--- config.mk ---
export PLATFORM = sky130hd
export DESIGN_NAME = cfg_alu_seq
export DESIGN_NICKNAME = d
export VERILOG_FILES = /design/src/rtl/cfgalu_pkg.sv /design/src/rtl/cfgalu_table.sv /design/src/rtl/cfgalu_ctrl.sv /design/src/rtl/cfgalu_dpath.sv /design/src/rtl/cfg_alu_seq.sv
export SDC_FILE = /design/constraint.sdc
export NUM_CORES = 1
export LEC_CHECK = 0
export ABC_CLOCK_PERIOD_IN_PS = 12800
export BUFFER_PORTS_ARGS = -buffer_cell sky130_fd_sc_hd__buf_2
export CORE_MARGIN = 2
export CORE_UTILIZATION = 50
export DETAILED_ROUTE_END_ITERATION = 10
export PLACE_DENSITY = 0.67
export SKIP_LAST_GASP = 1
export SLEW_MARGIN = 10
export SYNTH_ARGS = -nofsm -noshare
export SYNTH_HDL_FRONTEND = slang
export SYNTH_SLANG_ARGS = --single-unit
export TNS_END_PERCENT = 30
--- constraint.sdc ---
create_clock -name clk -period 12.8 [get_ports clk]
set_input_delay 1.28 -clock clk [delete_from_list [all_inputs] [get_ports clk]]
set_output_delay 1.28 -clock clk [all_outputs]
set_load 0.02 [all_outputs]
--- src/rtl/cfgalu_pkg.sv ---
package cfgalu_pkg;
  parameter int DATA_W = 16;
  parameter int CTRL_W = 4;
  parameter int SLOTS  = 8;
  parameter int NEXT_N = 4;
  parameter int SRC_W  = 4;
  parameter int OP_W   = 4;

  localparam int SLOT_W    = $clog2(SLOTS);
  localparam int WORD_W    = DATA_W + 1 + CTRL_W;
  localparam int VALID_BIT = DATA_W;
  localparam int CTRL_LSB  = DATA_W + 1;
  localparam int SRC_N     = 2 ** SRC_W;

  localparam logic [OP_W-1:0] OP_ADD  = OP_W'(0);
  localparam logic [OP_W-1:0] OP_ADDC = OP_W'(1);
  localparam logic [OP_W-1:0] OP_SUB  = OP_W'(2);
  localparam logic [OP_W-1:0] OP_SUBC = OP_W'(3);
  localparam logic [OP_W-1:0] OP_AND  = OP_W'(4);
  localparam logic [OP_W-1:0] OP_OR   = OP_W'(5);
  localparam logic [OP_W-1:0] OP_XOR  = OP_W'(6);
  localparam logic [OP_W-1:0] OP_MUX  = OP_W'(7);
  localparam logic [OP_W-1:0] OP_SHL  = OP_W'(8);
  localparam logic [OP_W-1:0] OP_SHR  = OP_W'(9);
  localparam logic [OP_W-1:0] OP_ROL  = OP_W'(10);
  localparam logic [OP_W-1:0] OP_ROR  = OP_W'(11);

  typedef struct packed {
    logic [NEXT_N-1:0][SLOT_W-1:0] nextSlot;
    logic [SRC_W-1:0]              brHi;
    logic [SRC_W-1:0]              brLo;
    logic                          condInv;
    logic [SRC_W-1:0]              condSel;
    logic [OP_W-1:0]               op;
  } instr_t;

  localparam int INSTR_W = $bits(instr_t);

  typedef struct packed {
    logic            run;
    logic            exec;
    logic [OP_W-1:0] op;
  } dpStrobe_t;

  typedef struct packed {
    logic status;
    logic zero;
    logic msb;
    logic carry;
  } dpFlags_t;
endpackage

--- src/rtl/cfgalu_table.sv ---
module cfgalu_table
  import cfgalu_pkg::*;
(
  input  logic              clk,
  input  logic              rstN,
  input  logic              wrEn,
  input  logic [SLOT_W-1:0] wrAddr,
  input  instr_t            wrData,
  input  logic [SLOT_W-1:0] rdAddr,
  output instr_t            rdInstr
);
  instr_t slotMem [SLOTS];

  always_ff @(posedge clk) begin
    if (!rstN) begin
      for (int s = 0; s < SLOTS; s++) slotMem[s] <= '0;
    end else if (wrEn) begin
      slotMem[wrAddr] <= wrData;
    end
  end

  assign rdInstr = slotMem[rdAddr];
endmodule

--- src/rtl/cfgalu_ctrl.sv ---
module cfgalu_ctrl
  import cfgalu_pkg::*;
(
  input  logic              clk,
  input  logic              rstN,
  input  logic              runEn,
  input  instr_t            instr,
  input  logic              aValid,
  input  logic              bValid,
  input  logic [CTRL_W-1:0] aCtrl,
  input  logic [CTRL_W-1:0] bCtrl,
  input  dpFlags_t          flags,
  output logic [SLOT_W-1:0] slotQ,
  output dpStrobe_t         strobe
);
  logic [SRC_N-1:0] srcVec;
  logic             condBit;
  logic [1:0]       brIdx;

  always_comb begin
    srcVec  = {bCtrl, aCtrl, flags.carry, flags.msb, flags.zero, flags.status,
               bValid, aValid, 1'b1, 1'b0};
    condBit = srcVec[instr.condSel] ^ instr.condInv;
    brIdx   = {srcVec[instr.brHi], srcVec[instr.brLo]};
    strobe.run  = runEn;
    strobe.exec = condBit;
    strobe.op   = instr.op;
  end

  always_ff @(posedge clk) begin
    if (!rstN || !runEn) slotQ <= '0;
    else                 slotQ <= instr.nextSlot[brIdx];
  end
endmodule

--- src/rtl/cfgalu_dpath.sv ---
module cfgalu_dpath
  import cfgalu_pkg::*;
(
  input  logic              clk,
  input  logic              rstN,
  input  dpStrobe_t         strobe,
  input  logic [DATA_W-1:0] aData,
  input  logic [DATA_W-1:0] bData,
  output logic [DATA_W-1:0] resData,
  output logic              resValid,
  output logic              statusOut,
  output dpFlags_t          flags
);
  localparam int SH_W = $clog2(DATA_W);

  logic [SH_W-1:0]     shAmt;
  logic [DATA_W:0]     sumW, shlW, shrW, cinW, oneW;
  logic [2*DATA_W-1:0] rolW, rorW;
  logic [DATA_W-1:0]   aluRes;
  logic                aluCarry, setsStatus, statusQ, fire;

  always_comb begin
    shAmt = bData[SH_W-1:0];
    cinW  = {{DATA_W{1'b0}}, statusQ};
    oneW  = (DATA_W+1)'(1);
    shlW  = {1'b0, aData} << shAmt;
    shrW  = {aData, 1'b0} >> shAmt;
    rolW  = {aData, aData} << shAmt;
    rorW  = {aData, aData} >> shAmt;
    sumW  = '0;
    aluRes     = aData;
    aluCarry   = 1'b0;
    setsStatus = 1'b0;
    case (strobe.op)
      OP_ADD, OP_ADDC, OP_SUB, OP_SUBC: begin
        case (strobe.op)
          OP_ADD:  sumW = {1'b0, aData} + {1'b0, bData};
          OP_ADDC: sumW = {1'b0, aData} + {1'b0, bData} + cinW;
          OP_SUB:  sumW = {1'b0, aData} + {1'b0, ~bData} + oneW;
          default: sumW = {1'b0, aData} + {1'b0, ~bData} + cinW;
        endcase
        aluRes     = sumW[DATA_W-1:0];
        aluCarry   = sumW[DATA_W];
        setsStatus = 1'b1;
      end
      OP_AND: aluRes = aData & bData;
      OP_OR:  aluRes = aData | bData;
      OP_XOR: aluRes = aData ^ bData;
      OP_MUX: aluRes = statusQ ? bData : aData;
      OP_SHL: begin
        aluRes     = shlW[DATA_W-1:0];
        aluCarry   = shlW[DATA_W];
        setsStatus = 1'b1;
      end
      OP_SHR: begin
        aluRes     = shrW[DATA_W:1];
        aluCarry   = shrW[0];
        setsStatus = 1'b1;
      end
      OP_ROL: aluRes = rolW[2*DATA_W-1:DATA_W];
      OP_ROR: aluRes = rorW[DATA_W-1:0];
      default: aluRes = aData;
    endcase
    fire = strobe.run & strobe.exec;
  end

  always_ff @(posedge clk) begin
    if (!rstN) begin
      resData  <= '0;
      resValid <= 1'b0;
      statusQ  <= 1'b0;
    end else begin
      resValid <= fire;
      if (fire) begin
        resData <= aluRes;
        if (setsStatus) statusQ <= aluCarry;
      end
    end
  end

  assign statusOut    = statusQ;
  assign flags.status = statusQ;
  assign flags.zero   = (aluRes == '0);
  assign flags.msb    = aluRes[DATA_W-1];
  assign flags.carry  = aluCarry;
endmodule

--- src/rtl/cfg_alu_seq.sv ---
module cfg_alu_seq
  import cfgalu_pkg::*;
(
  input  logic               clk,
  input  logic               rstN,
  input  logic               runEn,
  input  logic               cfgWe,
  input  logic [SLOT_W-1:0]  cfgAddr,
  input  logic [INSTR_W-1:0] cfgData,
  input  logic [WORD_W-1:0]  aWord,
  input  logic [WORD_W-1:0]  bWord,
  output logic [DATA_W-1:0]  resData,
  output logic               resValid,
  output logic               statusOut,
  output logic [SLOT_W-1:0]  curSlot
);
  instr_t    curInstr;
  dpStrobe_t strobe;
  dpFlags_t  flags;

  cfgalu_table i_table (
    .clk     (clk),
    .rstN    (rstN),
    .wrEn    (cfgWe & ~runEn),
    .wrAddr  (cfgAddr),
    .wrData  (instr_t'(cfgData)),
    .rdAddr  (curSlot),
    .rdInstr (curInstr)
  );

  cfgalu_ctrl i_ctrl (
    .clk    (clk),
    .rstN   (rstN),
    .runEn  (runEn),
    .instr  (curInstr),
    .aValid (aWord[VALID_BIT]),
    .bValid (bWord[VALID_BIT]),
    .aCtrl  (aWord[CTRL_LSB +: CTRL_W]),
    .bCtrl  (bWord[CTRL_LSB +: CTRL_W]),
    .flags  (flags),
    .slotQ  (curSlot),
    .strobe (strobe)
  );

  cfgalu_dpath i_dpath (
    .clk       (clk),
    .rstN      (rstN),
    .strobe    (strobe),
    .aData     (aWord[DATA_W-1:0]),
    .bData     (bWord[DATA_W-1:0]),
    .resData   (resData),
    .resValid  (resValid),
    .statusOut (statusOut),
    .flags     (flags)
  );
endmodule

Yosys cells after proc, flatten, opt, wreduce, memory -nomap -nowiden --
Memories as Yosys holds them, arrays and structs flattened. A register that Yosys moved wholly into a read port is not among the register bits. Index checks and enable logic that the tools add are counted.
Word-level totals: bits in registers 21, bits in writable memories 232, input bits 78, output and inout port bits 21, memories 1
Cells by class: add/sub/neg operators 5, order comparisons 4, equality and inequality tests 11, shift-type cells 4, mux-type cells 21, bitwise gates (word level) 8, reduce and logical (&&, ||, !) cells 9
Memories:
- i_table.slotMem | words 8, width 29, rd ports 1, clocked after memory_dff 1, write ports 8, RTL line cfgalu_table.sv:12 | instr_t slotMem [SLOTS];
Operators by type and width (count):
- case mux 16 bit (9 select lines) | 1
- case mux 17 bit (3 select lines) | 1
- adder 16 x 16 -> 17 bit | 2
- adder 17 x 1 -> 17 bit | 2
- left shift 32 x 4 -> 32 bit | 1
- >> shifter 32 x 4 -> 16 bit | 1
- two-way mux 29 bit | 1
- OR reduction 29 bit | 1
- adder 17 x 1 -> 17 bit, second input constant | 1
- left shift 16 x 4 -> 17 bit | 1
- >> shifter 17 x 4 -> 17 bit | 1
- bitwise AND 16 bit | 1
- equality test 4 x 3 -> 1 bit, second input constant | 4
- equality test 4 bit, second input constant | 4
- logical NOT 16 bit | 1
- two-way mux 16 bit | 1
- NOT 16 bit | 1
- OR 16 bit | 1
- XOR 16 bit | 1
- less-than comparator 4 x 5 -> 1 bit, second input constant | 3
- binary-select mux 1 bit (select 4 bit) | 3
- two-way mux 1 bit | 9
- two-way mux 3 bit | 3
- equality test 4 x 2 -> 1 bit, second input constant | 2
- 13 further kinds | 15

Logic depth before layout (Yosys ltp) --
Gate-level depths: netlist of run 1.
depth in word-level cells 11, gate-level depth with buffers 24, depth with buffers taken out 19

Hierarchy --
Synthesis of run 1 repeated with hierarchy kept, for this count alone.
Second synthesis, totals: cell total of the unflattened synthesis 1673, area total of the unflattened synthesis 18101.1 um2
By module, submodules not included:
- cfgalu_table | times used 1, cells an instance 664, area an instance 10415.0 um2, sequential area each 6966.7 um2
- cfgalu_dpath | times used 1, cells an instance 958, area an instance 7099.3 um2, sequential area each 360.3 um2
- cfgalu_ctrl | times used 1, cells an instance 50, area an instance 573.0 um2, sequential area each 60.1 um2
- cfg_alu_seq | times used 1, cells an instance 1, area an instance 13.8 um2, sequential area each 0.0 um2

Worst setup path after synthesis of run 1 --
OpenSTA, ideal clock, no wires.
path kind input port to flip-flop, start point input bWord[0], end point register i_ctrl.slotQ[0], in the netlist curSlot[0], arrival 6.156 ns, path slack 6.572 ns, stages 19, cells stage by stage buf_4 > buf_2 > inv_2 > buf_1 > ha_1 > fa_1 > nor2b_1 > o21ai_0 > xnor2_1 > a2111oi_4 > nand4_1 > or2_0 > or4_1 > nand3_1 > nand2_1 > mux4_2 > mux4_2 > or3_4 > o22ai_2
Between the ends: longest elaborated chain between the ends 10, elaborated cells on any way between the ends 24, those cells by class 5 x add/sub; 4 x shift; 10 x mux; 4 x bitwise; 1 x reduce/logical
Ends and longest elaborated chain:
- start: declaration | RTL line cfg_alu_seq.sv:11 | input logic [WORD_W-1:0] bWord,
- NOT 16 bit | RTL line cfgalu_dpath.sv:39, cfgalu_dpath.sv:40
- adder 16 x 16 -> 17 bit | RTL line cfgalu_dpath.sv:39, cfgalu_dpath.sv:40
- adder 17 x 1 -> 17 bit, on equally long branches | RTL line cfgalu_dpath.sv:40, cfgalu_dpath.sv:39
- case mux 17 bit (3 select lines) | RTL line cfgalu_dpath.sv:36 | case (strobe.op)
- case mux 16 bit (9 select lines) | RTL line cfgalu_dpath.sv:34 | case (strobe.op)
- logical NOT 16 bit | RTL line cfgalu_dpath.sv:83 | assign flags.zero = (aluRes == '0);
- binary-select mux 1 bit (select 4 bit) | RTL line cfgalu_ctrl.sv:24 | brIdx = {srcVec[instr.brHi], srcVec[instr.brLo]};
- two-way mux 1 bit (not written as such) | RTL line cfgalu_ctrl.sv:24
- binary-select mux 3 bit (select 2 bit) * | RTL line cfgalu_ctrl.sv:32 | else slotQ <= instr.nextSlot[brIdx];
- two-way mux 3 bit (not written as such) * | RTL line cfgalu_ctrl.sv:32
- end signal: assignment | RTL line cfgalu_ctrl.sv:32
- end: declaration | RTL line cfgalu_ctrl.sv:13 | output logic [SLOT_W-1:0] slotQ,
Every way passes the cells marked *; elsewhere a longest branch is shown, timed or not. The select of a mux whose other input is x is not followed. A chain may end at the register's enable or synchronous reset.

Final worst setup path of run 1 --
start point input bWord[3], end point register i_dpath.resData[2]
Between the ends: longest elaborated chain between the ends 10, elaborated cells on any way between the ends 22, those cells by class 5 x add/sub; 4 x shift; 6 x mux; 6 x bitwise; 1 x reduce/logical
Ends and longest elaborated chain:
- NOT 16 bit | RTL line cfgalu_dpath.sv:39, cfgalu_dpath.sv:40
- adder 16 x 16 -> 17 bit | RTL line cfgalu_dpath.sv:39, cfgalu_dpath.sv:40
- adder 17 x 1 -> 17 bit, on equally long branches | RTL line cfgalu_dpath.sv:40, cfgalu_dpath.sv:39
- case mux 17 bit (3 select lines) | RTL line cfgalu_dpath.sv:36
- case mux 16 bit (9 select lines) | RTL line cfgalu_dpath.sv:34
- logical NOT 16 bit | RTL line cfgalu_dpath.sv:83
- binary-select mux 1 bit (select 4 bit) | RTL line cfgalu_ctrl.sv:23 | condBit = srcVec[instr.condSel] ^ instr.condInv;
- two-way mux 1 bit (not written as such) | RTL line cfgalu_ctrl.sv:23
- XOR 1 bit | RTL line cfgalu_ctrl.sv:23
- bitwise AND 1 bit | RTL line cfgalu_dpath.sv:64 | fire = strobe.run & strobe.exec;
- end signal: assignment | RTL line cfgalu_dpath.sv:75 | resData <= aluRes;
- end: declaration | RTL line cfgalu_dpath.sv:9 | output logic [DATA_W-1:0] resData,
Parallel ways exist; a longest one is shown, timed or not. The select of a mux whose other input is x is not followed.

==> results of run 1 <==
[cell families (layout without fill, tap and decap cells)]
group,count (synthesis),in the layout
AO/OA/AOI/OAI,378,378
XOR/XNOR,28,28
adder cells (fa/ha/maj),58,58
buffers and inverters,196,225
flip-flops,253,253
multiplexers,226,226
AND/OR/NAND/NOR,629,629
[cell usage after synthesis (all sizes together) (13+ instances only)]
master    n
nor4     14
ha       56
nor3     34
a21oi    79
nor2b    16
buf      55
and2    239
xnor2    18
dfxtp    21
nand4    13
clkbuf   86
mux2i    99
nand2    76
nand3    58
mux2     38
o22ai    20
o211ai   32
edfxtp  232
a31oi    16
inv      52
a211oi   27
nand2b   23
o21ai    59
mux4     89
nor2     93
[metal layers]
metal / routed length, µm / vias up / track usage / part of all wire
li1: - / 6758 / - / -
met1: 23300 / 7522 / 0.390 / 0.39
met2: 29300 / 693 / 0.520 / 0.48
met3: 4650 / 177 / 0.0431 / 0.077
met4: 3090 / 8 / 0.145 / 0.051
met5: 57 / - / 0 / 0.00094
[power by group through the flow]
stage          logic [µW]  registers, µW  clock network, µW
2_1_floorplan        1480           1040                  0
3_3_place_gp         2070           1050                  0
3_5_place_dp         2090           1050                  0
4_1_cts              2100           1030                662
5_1_grt              2260           1040                686
6_report             2150           1030                650
[through the flow]
step	total power (µW)	cell area, µm²
finish	3830	20400
global route	3980	20400
CTS	3790	20400
detailed placement	3140	19700
global placement	3120	19700
floorplan	2520	18900
[cells in the final DEF, fill, tap and decap left out, types with 9 or more instances in the layout]
cell,instances
and2_1,239
nor2b_1,16
o31ai_1,9
or3_1,10
nand2b_1,21
clkbuf_16,23
a211oi_1,27
a21o_1,10
edfxtp_1,232
mux2_2,36
ha_1,56
buf_2,98
o2111ai_1,11
nand2_1,74
nor3_1,29
nand4_1,13
a21oi_1,79
nor2_1,85
o22ai_1,18
nor4_1,12
o21ai_0,47
nand3_1,58
a31oi_1,16
inv_1,51
buf_4,32
and3_1,11
dfxtp_1,19
mux2i_1,98
xnor2_1,18
o211ai_1,29
a211o_1,12
xor2_1,10
mux4_2,89
[tightest hold or removal path, delay by kind of cell, from the launching register on]
family,cells,cell delay (ns)
AND/OR/NAND/NOR,1,0.07
flip-flops,1,0.32
AO/OA/AOI/OAI,1,0.06
[layout make-up]
class	instances	area (µm²)	share of cell area
Timing Repair Buffer	130	731	0.0358
Clock inverter	10	75.1	0.00368
Tap cell	511	639	0.0314
Sequential cell	253	7390	0.362
Multi-Input combinational cell	1319	10700	0.526
Inverter	55	206	0.0101
Clock buffer	30	622	0.0305
[how the worst min path moves through the flow]
| stage | start | end | slack [ns] | cells after the start |
|---|---|---|---|---|
| after global placement | i_dpath.resData[3] | i_dpath.resData[3] | 0.48 | 2 |
| after CTS | i_dpath.resData[8] | i_dpath.resData[8] | 0.50 | 2 |
| final | i_dpath.resData[8] | i_dpath.resData[8] | 0.49 | 2 |
| after global routing | i_dpath.resData[8] | i_dpath.resData[8] | 0.51 | 2 |
| after floorplan | i_dpath.resData[5] | i_dpath.resData[5] | 0.54 | 2 |
| after detailed placement | i_dpath.resData[8] | i_dpath.resData[8] | 0.49 | 2 |
[flip-flops by register name (all words and copies together), names as in the netlist]
name,flops
curSlot,3
i_dpath.resData,16
i_dpath.resValid,1
i_dpath.statusOut,1
i_table.slotMem,232
==> impl_metrics.toml, run 1 <==
[status]
status = "finished clean"

[cts]
clkTransAtPathRegs_ns = 0.07
cts_resized = 0
clk-insertion-delay-late_ns = 0.51
cts_buffer_depth = 3
cts_tree = "built"
htree_levels = 1
cts_buffers = 23
clock_sinks = 253
cts-root-buf = "clkbuf_16"
post_cts.repair.setup_buffers = 0
holdBufCountCts = 0

[timing]
max-slew-margin-rel = 0.273
grt_setup_unrepaired = "no"
hold_ws_ns = 0.491
maxSlewViolCount = 0
fin_setup_tns_ns = 0
clock_skew_ns = 0.0159
finalHoldViolCount = 0
fin_crit_ns = 7.32
timing.final.crit_share = 0.572
clock.fmax_mhz = 137
setup_viol = 0
worst_pin_slew_ns = 1.06
setup_ws_ns = 5.48

[drt]
route.vias.total = 15200
first_pass_iters = 6
drtAntennaViolNets = 0
viasPerCell = 6.57
drc = 0
avgRoutedWirePerCell_um = 26.2
drt_wl_total_mm = 60.4
drt_iter0_drc = 1368

[power]
clockPowerShare = 0.170
leakage_uw = 0.00733
switchingPower_uw = 1720
swShare = 0.450
combPwrFrac = 0.561
peakVddDrop_mv = 0.130
sequentialPowerShare = 0.269
powerDensity_nw_per_um2 = 188
intPower_uw = 2110

[critical_path]
worst_setup_path_end_kind = "flop"
reg2reg_depth = 21
crit_path_start_kind = "input port"
path_buf_inv = 3
r2r-end = "i_dpath.resData[2]"
crit_path_frequent_cell = "nand4_1"
critPathMaxFanout = 50
cpPeakStageDelay_ns = 0.85
crit_required_ns = 13.24
crit_chain = "buf_2 -> buf_4 -> clkinv_1 -> ha_1 -> o211ai_1 -> o21a_1 -> a221oi_1 -> nand4_1 -> nor4_2 -> mux2i_1 -> a211oi_1 -> o2111ai_1 -> nor3_2 -> nand4_1 -> a221oi_4 -> nand2_2 -> mux2_2 -> nor2_1"
crit_type = "input port to flop"
critPathArrivalTime_ns = 7.76
path_depth = 18
reg2reg_from = "curSlot[0]"
cp_top_family = "compound AO/OA/AOI/OAI gates"
slowest_stage = "clkinv_1"
r2r_slack_ns = 5.68
startpoint = "bWord[3]"
endpoint = "i_dpath.resData[2]"

[run]
cap_violations = 0

[floorplan]
pin_count = 99
die_area_um2 = 39300
die_h_um = 198
design.core.area_um2 = 37400
initial_utilization = 0.504
fp.dieW_um = 198
rows = 71

[logic_synthesis]
synth_fp_nets = 1904
yosysTopAreaCell = "edfxtp_1"
synth_edf_count = 232
avgSynthCellArea_um2 = 10.7
synth_cells = 1768
synth_simple_gate_area_frac = 0.187
ys_top_cells_by_area = "edfxtp_1 37%, mux4_2 11%, and2_1 7.9%"
synth_seq_cells = 253
yosys_warnings = 0
async_flop_share = 0
synth_top_family_by_area = "simple AND/OR/NAND/NOR gates"
synth_compound_area_frac = 0.142
synth_mux_area_frac = 0.182
syn_area_um2 = 18900
synth_top_area_share = 0.369
ys_types = 97
yosysSeqAreaShare = 0.392
synth_xor_area_frac = 0.0130
yosys_most_used_dff = "edfxtp_1"
synth-adder-area-share = 0.0393

[placement]
place_congestion = 1.00
dpl.cell_count = 2268
port_buffers = 98
dp_hpwl_mm = 41.4
dp_worst_setup_slack_ns = 5.09

[layout]
finalNonFillerCells = 2308
fillCellCount = 3347
fin_util = 0.545
synthToLayoutAreaGrowth_pct = 8.08
antenna_cells = 0
fin_nets = 1918
drive_gt1_frac = 0.192

[global_route]
antenna_found_initial = 4
overflow = 0
track_usage = 0.308
grt_max_degree = 76
grt_pass1_wl_mm = 90.9
grt_pass1_vias = 14800

[worst_hold_path]
min_path_type = "flop to flop"
Power figures use the tool's default switching activity.
==> inputs of run 2 (changes only) <==
ABC_CLOCK_PERIOD_IN_PS = 7200   (was 12800)
clock period = 7.2 ns   (was 12.8 ns; I/O delays follow)
==> impl_metrics.toml, run 2 (same netlist as run 1, synthesis figures left out) <==
[global_route]
antenna_found_initial = 4
grt_use_met2 = 0.533
grt_pass1_wl_mm = 91.9
grt_max_degree = 74
grt_pass1_vias = 14900
overflow = 0
grt_util_met1 = 0.392
grt.busiest_layer = "met2"
grt.met3_usage = 0.0477
track_usage = 0.312

[critical_path]
r2r-end = "i_dpath.resData[2]"
r2r_slack_ns = 1.02
crit_type = "flop to flop"
worst_setup_path_end_kind = "flop"
reg2reg_from = "curSlot[0]"
crit_required_ns = 7.65
reg2reg_depth = 19
slowest_stage = "dfxtp_4"
critPathMaxFanout = 34
endpoint = "i_dpath.resData[2]"
crit_path_start_kind = "flop"
crit_chain = "mux4_2 -> mux2i_2 -> buf_4 -> o21ai_2 -> buf_4 -> o21bai_1 -> ha_1 -> nand3_1 -> a2111oi_1 -> nand3_1 -> xnor2_1 -> a211oi_1 -> o2111ai_1 -> nor3_2 -> nand4_1 -> a221oi_4 -> nand2_2 -> mux2_2 -> nor2_1"
critPathArrivalTime_ns = 6.63
cpPeakStageDelay_ns = 0.74
startpoint = "curSlot[0]"

[layout]
synthToLayoutAreaGrowth_pct = 9.07
largest_reg_flops = 232
top_register = "i_table.slotMem"
antenna_cells = 0
final_cell_mix = "239 x and2_1, 232 x edfxtp_1, 98 x mux2i_1, 98 x buf_2, 89 x mux4_2"
finalNonFillerCells = 2324
drive_gt1_frac = 0.199
fin_nets = 1931
final_common_cell = "and2_1"
fillCellCount = 3264

[floorplan]
die_h_um = 198
design.core.area_um2 = 37400
rows = 71
die_area_um2 = 39300
initial_utilization = 0.504
fp.dieW_um = 198
pin_count = 99

[placement]
place_congestion = 0.979
dpl.cell_count = 2280
dp_hpwl_mm = 42.0
port_buffers = 98
dp_worst_setup_slack_ns = 0.949

[cts]
cts_tree = "built"
clk-insertion-delay-late_ns = 0.52
htree_levels = 1
cts_buffer_depth = 3
cts_resized = 0
cts-root-buf = "clkbuf_16"
cts_buffers = 24
clkTransAtPathRegs_ns = 0.07
holdBufCountCts = 0
clock_sinks = 253
post_cts.repair.setup_buffers = 0

[timing]
clock_skew_ns = 0.0163
timing.final.crit_share = 0.859
fin_setup_tns_ns = 0
setup_viol = 0
setup_ws_ns = 1.02
clock.fmax_mhz = 162
maxSlewViolCount = 0
finalHoldViolCount = 0
fin_crit_ns = 6.18
worst_pin_slew_ns = 1.10
max-slew-margin-rel = 0.265
grt_setup_unrepaired = "no"

[drt]
drc = 0
drtAntennaViolNets = 0
drt_wl_total_mm = 60.9
first_pass_iters = 7
viasPerCell = 6.55
drt_iter0_drc = 1528
route.vias.total = 15200
avgRoutedWirePerCell_um = 26.2

[power]
leakage_uw = 0.00743
powerDensity_nw_per_um2 = 336
peakVddDrop_mv = 0.204

[worst_hold_path]
min_path_type = "flop to flop"

[run]
cap_violations = 0

[status]
status = "finished clean"
[run 2: report_power, final]
| part | internal (µW) | switching (µW) |
|---|---|---|
| combinational | 1410 | 2400 |
| clock | 732 | 530 |
| sequential | 1730 | 120 |
| total | 3870 | 3050 |
[run 2: layout make-up]
cell class              instances  area, µm²  area share
clock buffers                  34        679      0.0330
inverters                      55        206      0.0100
well taps                     511        639      0.0311
multi-input cells            1319      10700       0.522
flip-flops and latches        253       7390       0.359
repair buffers                142        821      0.0399
clock inverters                10        108     0.00523
[run 2: worst min-delay path by stage]
stage,startpoint,endpoint,slack (ns),cells past startpoint
floorplan,i_dpath.resData[5],i_dpath.resData[5],0.54,2
global placement,i_dpath.resData[5],i_dpath.resData[5],0.51,2
detailed placement,i_dpath.resData[12],i_dpath.resData[12],0.50,2
CTS,i_dpath.resData[12],i_dpath.resData[12],0.51,2
global route,i_dpath.resData[6],i_dpath.resData[6],0.53,2
finish,i_dpath.resData[12],i_dpath.resData[12],0.50,2
[run 2: routing by layer]
metal | routed length (µm) | up-vias
met5 | 54 | -
met4 | 2960 | 8
met3 | 4910 | 183
met2 | 29900 | 767
met1 | 23100 | 7471
li1 | - | 6786
[run 2: per-stage QoR]
stage	hold WS [ns]	total power, µW	utilization	instance area, µm²
after detailed placement	0.503	5610	0.529	19800
after CTS	0.512	6870	0.550	20600
after global placement	0.507	5600	0.529	19800
after global routing	0.529	7230	0.550	20600
final	0.497	6920	0.550	20600
after floorplan	0.543	4480	-	18900
[run 2: critical path: cells and delay by family (launching register included)]
kind                     cells  cell delay, ns
AND/OR/NAND/NOR              6            1.26
buffers and inverters        2            0.47
AO/OA/AOI/OAI                6            2.08
flip-flops                   1            0.74
multiplexers                 3            1.15
adder cells (fa/ha/maj)      1            0.21
XOR/XNOR                     1            0.17
==> inputs of run 3 (changes only) <==
--- a/config.mk
+++ b/config.mk
@@ -12,4 +12,5 @@
 export DETAILED_ROUTE_END_ITERATION = 10
 export PLACE_DENSITY = 0.67
+export REMOVE_ABC_BUFFERS = 1
 export SKIP_LAST_GASP = 1
 export SLEW_MARGIN = 10
==> constraint.sdc (replaced) <==
create_clock -name clk -period 7.2 [get_ports clk]
set_input_delay 0.72 -clock clk [delete_from_list [all_inputs] [get_ports clk]]
set_output_delay 0.72 -clock clk [all_outputs]
set_load 0.05 [all_outputs]
==> impl_metrics.toml, run 3 (same netlist as run 1, synthesis figures left out) <==
[layout]
final_cell_mix = "239 x and2_1, 232 x edfxtp_1, 98 x mux2i_1, 98 x buf_2, 89 x mux4_2"
finalInstanceArea_um2 = 20400
multi_input_area_um2 = 10800
register_area_um2 = 7390
fin_nets = 1923
finalNonFillerCells = 2313
fillCellCount = 3288
largest_reg_flops = 232
final_common_cell = "and2_1"
fin_util = 0.546
drive_gt1_frac = 0.194
synthToLayoutAreaGrowth_pct = 8.32
top_register = "i_table.slotMem"

[power]
sequentialPowerShare = 0.266
combPwrFrac = 0.569
leakage_uw = 0.00734
powerDensity_nw_per_um2 = 342
intPower_uw = 3750
clockPowerShare = 0.165
swShare = 0.463
switchingPower_uw = 3240
peakVddDrop_mv = 0.307

[worst_hold_path]
min_path_type = "flop to flop"

[placement]
place_congestion = 1.01
dpl.cell_count = 2273
place_area_um2 = 19800
port_buffers = 98
dp_hpwl_mm = 42.3

[drt]
avgRoutedWirePerCell_um = 27.3
drt_wl_total_mm = 63.1
drtAntennaViolNets = 0
first_pass_iters = 5
drt_iter0_drc = 1734
drc = 0
viasPerCell = 6.63
route.vias.total = 15300

[critical_path]
cpPeakStageDelay_ns = 0.68
crit_required_ns = 7.64
critPathMaxFanout = 29
slowest_stage = "dfxtp_4"
worst_setup_path_end_kind = "flop"
crit_type = "flop to flop"
crit_path_start_kind = "flop"
critPathArrivalTime_ns = 6.46
crit_chain = "mux2_2 -> o22ai_1 -> buf_4 -> o21ai_0 -> o21bai_1 -> ha_1 -> ha_1 -> nand2_1 -> a2111oi_4 -> nand4_1 -> nor4_1 -> xor2_1 -> o221ai_1 -> nor3_1 -> nand4_1 -> a221oi_4 -> nand2_2 -> mux2_2 -> nor2_1"

[cts]
htree_levels = 1
post_cts.repair.setup_buffers = 0
cts-root-buf = "clkbuf_16"
clock_sinks = 253
clk-insertion-delay-late_ns = 0.52
cts_resized = 0
clkTransAtPathRegs_ns = 0.06
cts_buffer_depth = 3
cts_tree = "built"
cts_buffers = 23
holdBufCountCts = 0

[global_route]
overflow = 0
track_usage = 0.321
grt_max_degree = 71
grt_pass1_vias = 15100
grt_pass1_wl_mm = 94.2
antenna_found_initial = 10

[timing]
maxSlewViolCount = 0
fin_crit_ns = 6.02
max-slew-margin-rel = 0.221
hold_ws_ns = 0.531
timing.final.crit_share = 0.836
finalHoldViolCount = 0
fin_setup_tns_ns = 0
clock_skew_ns = 0.0176
setup_viol = 0
clock.fmax_mhz = 166
worst_pin_slew_ns = 1.17
grt_setup_unrepaired = "no"

[floorplan]
fp.dieW_um = 198
pin_count = 99
die_area_um2 = 39300
die_h_um = 198
design.core.area_um2 = 37400
rows = 71
initial_utilization = 0.504

[status]
status = "finished clean"

[run]
cap_violations = 0
[run 3: cell count changes in the layout (fill, tap and decap cells not counted), moves of 2 or more]
cell	change
nor2_2	-4
clkinvlp_4	+2
buf_4	-7
clkbuf_16	-2
inv_6	-2
clkbuf_8	-2
nor2_4	+4
clkinv_2	+3
[run 3: critical path, delay by kind of cell (launching register included)]
| kind | cells | cell delay [ns] |
|---|---|---|
| AO/OA/AOI/OAI | 6 | 1.70 |
| flip-flops | 1 | 0.68 |
| AND/OR/NAND/NOR | 7 | 1.83 |
| buffers and inverters | 1 | 0.29 |
| XOR/XNOR | 1 | 0.26 |
| adder cells (fa/ha/maj) | 2 | 0.39 |
| multiplexers | 2 | 0.81 |
[run 3: layout make-up]
class                   instances  area share
multi-input cells            1319       0.526
flip-flops and latches        253       0.362
repair buffers                135      0.0376
well taps                     511      0.0313
clock buffers                  30      0.0294
inverters                      55      0.0101
clock inverters                 9     0.00355
diodes                          1    0.000122
[run 3: worst paths after layout]
path	start	end	slack [ns]	depth (start not counted)
setup / recovery	curSlot[0]	i_dpath.resData[2]	1.18	19
setup reg to reg	curSlot[0]	i_dpath.resData[2]	1.18	19
hold / removal	i_dpath.resData[0]	i_dpath.resData[0]	0.53	2
hold reg to reg	i_dpath.resData[0]	i_dpath.resData[0]	0.53	2
[run 3: power by group through the flow]
stage / Sequential (µW) / Clock (µW) / Combinational, µW
after detailed placement: 1890 / 0 / 3850
after floorplan: 2070 / 0 / 2360
after global placement: 1890 / 0 / 3840
final: 1860 / 1150 / 3980
after global routing: 1870 / 1220 / 4160
after CTS: 1860 / 1160 / 3870
[run 3: per-stage QoR]
step / total power [µW] / worst slack (ns)
4_1_cts: 6900 / 1.28
3_5_place_dp: 5750 / 1.06
6_report: 6990 / 1.18
5_1_grt: 7250 / 0.759
2_1_floorplan: 4420 / -1.04
3_3_place_gp: 5730 / 1.08
[run 3: per-layer routing]
metal | vias up | GRT usage | part of all wire
met5 | - | 0 | 0.0015
li1 | 6764 | - | -
met1 | 7547 | 0.413 | 0.39
met3 | 208 | 0.0610 | 0.086
met4 | 16 | 0.146 | 0.052
met2 | 793 | 0.528 | 0.47
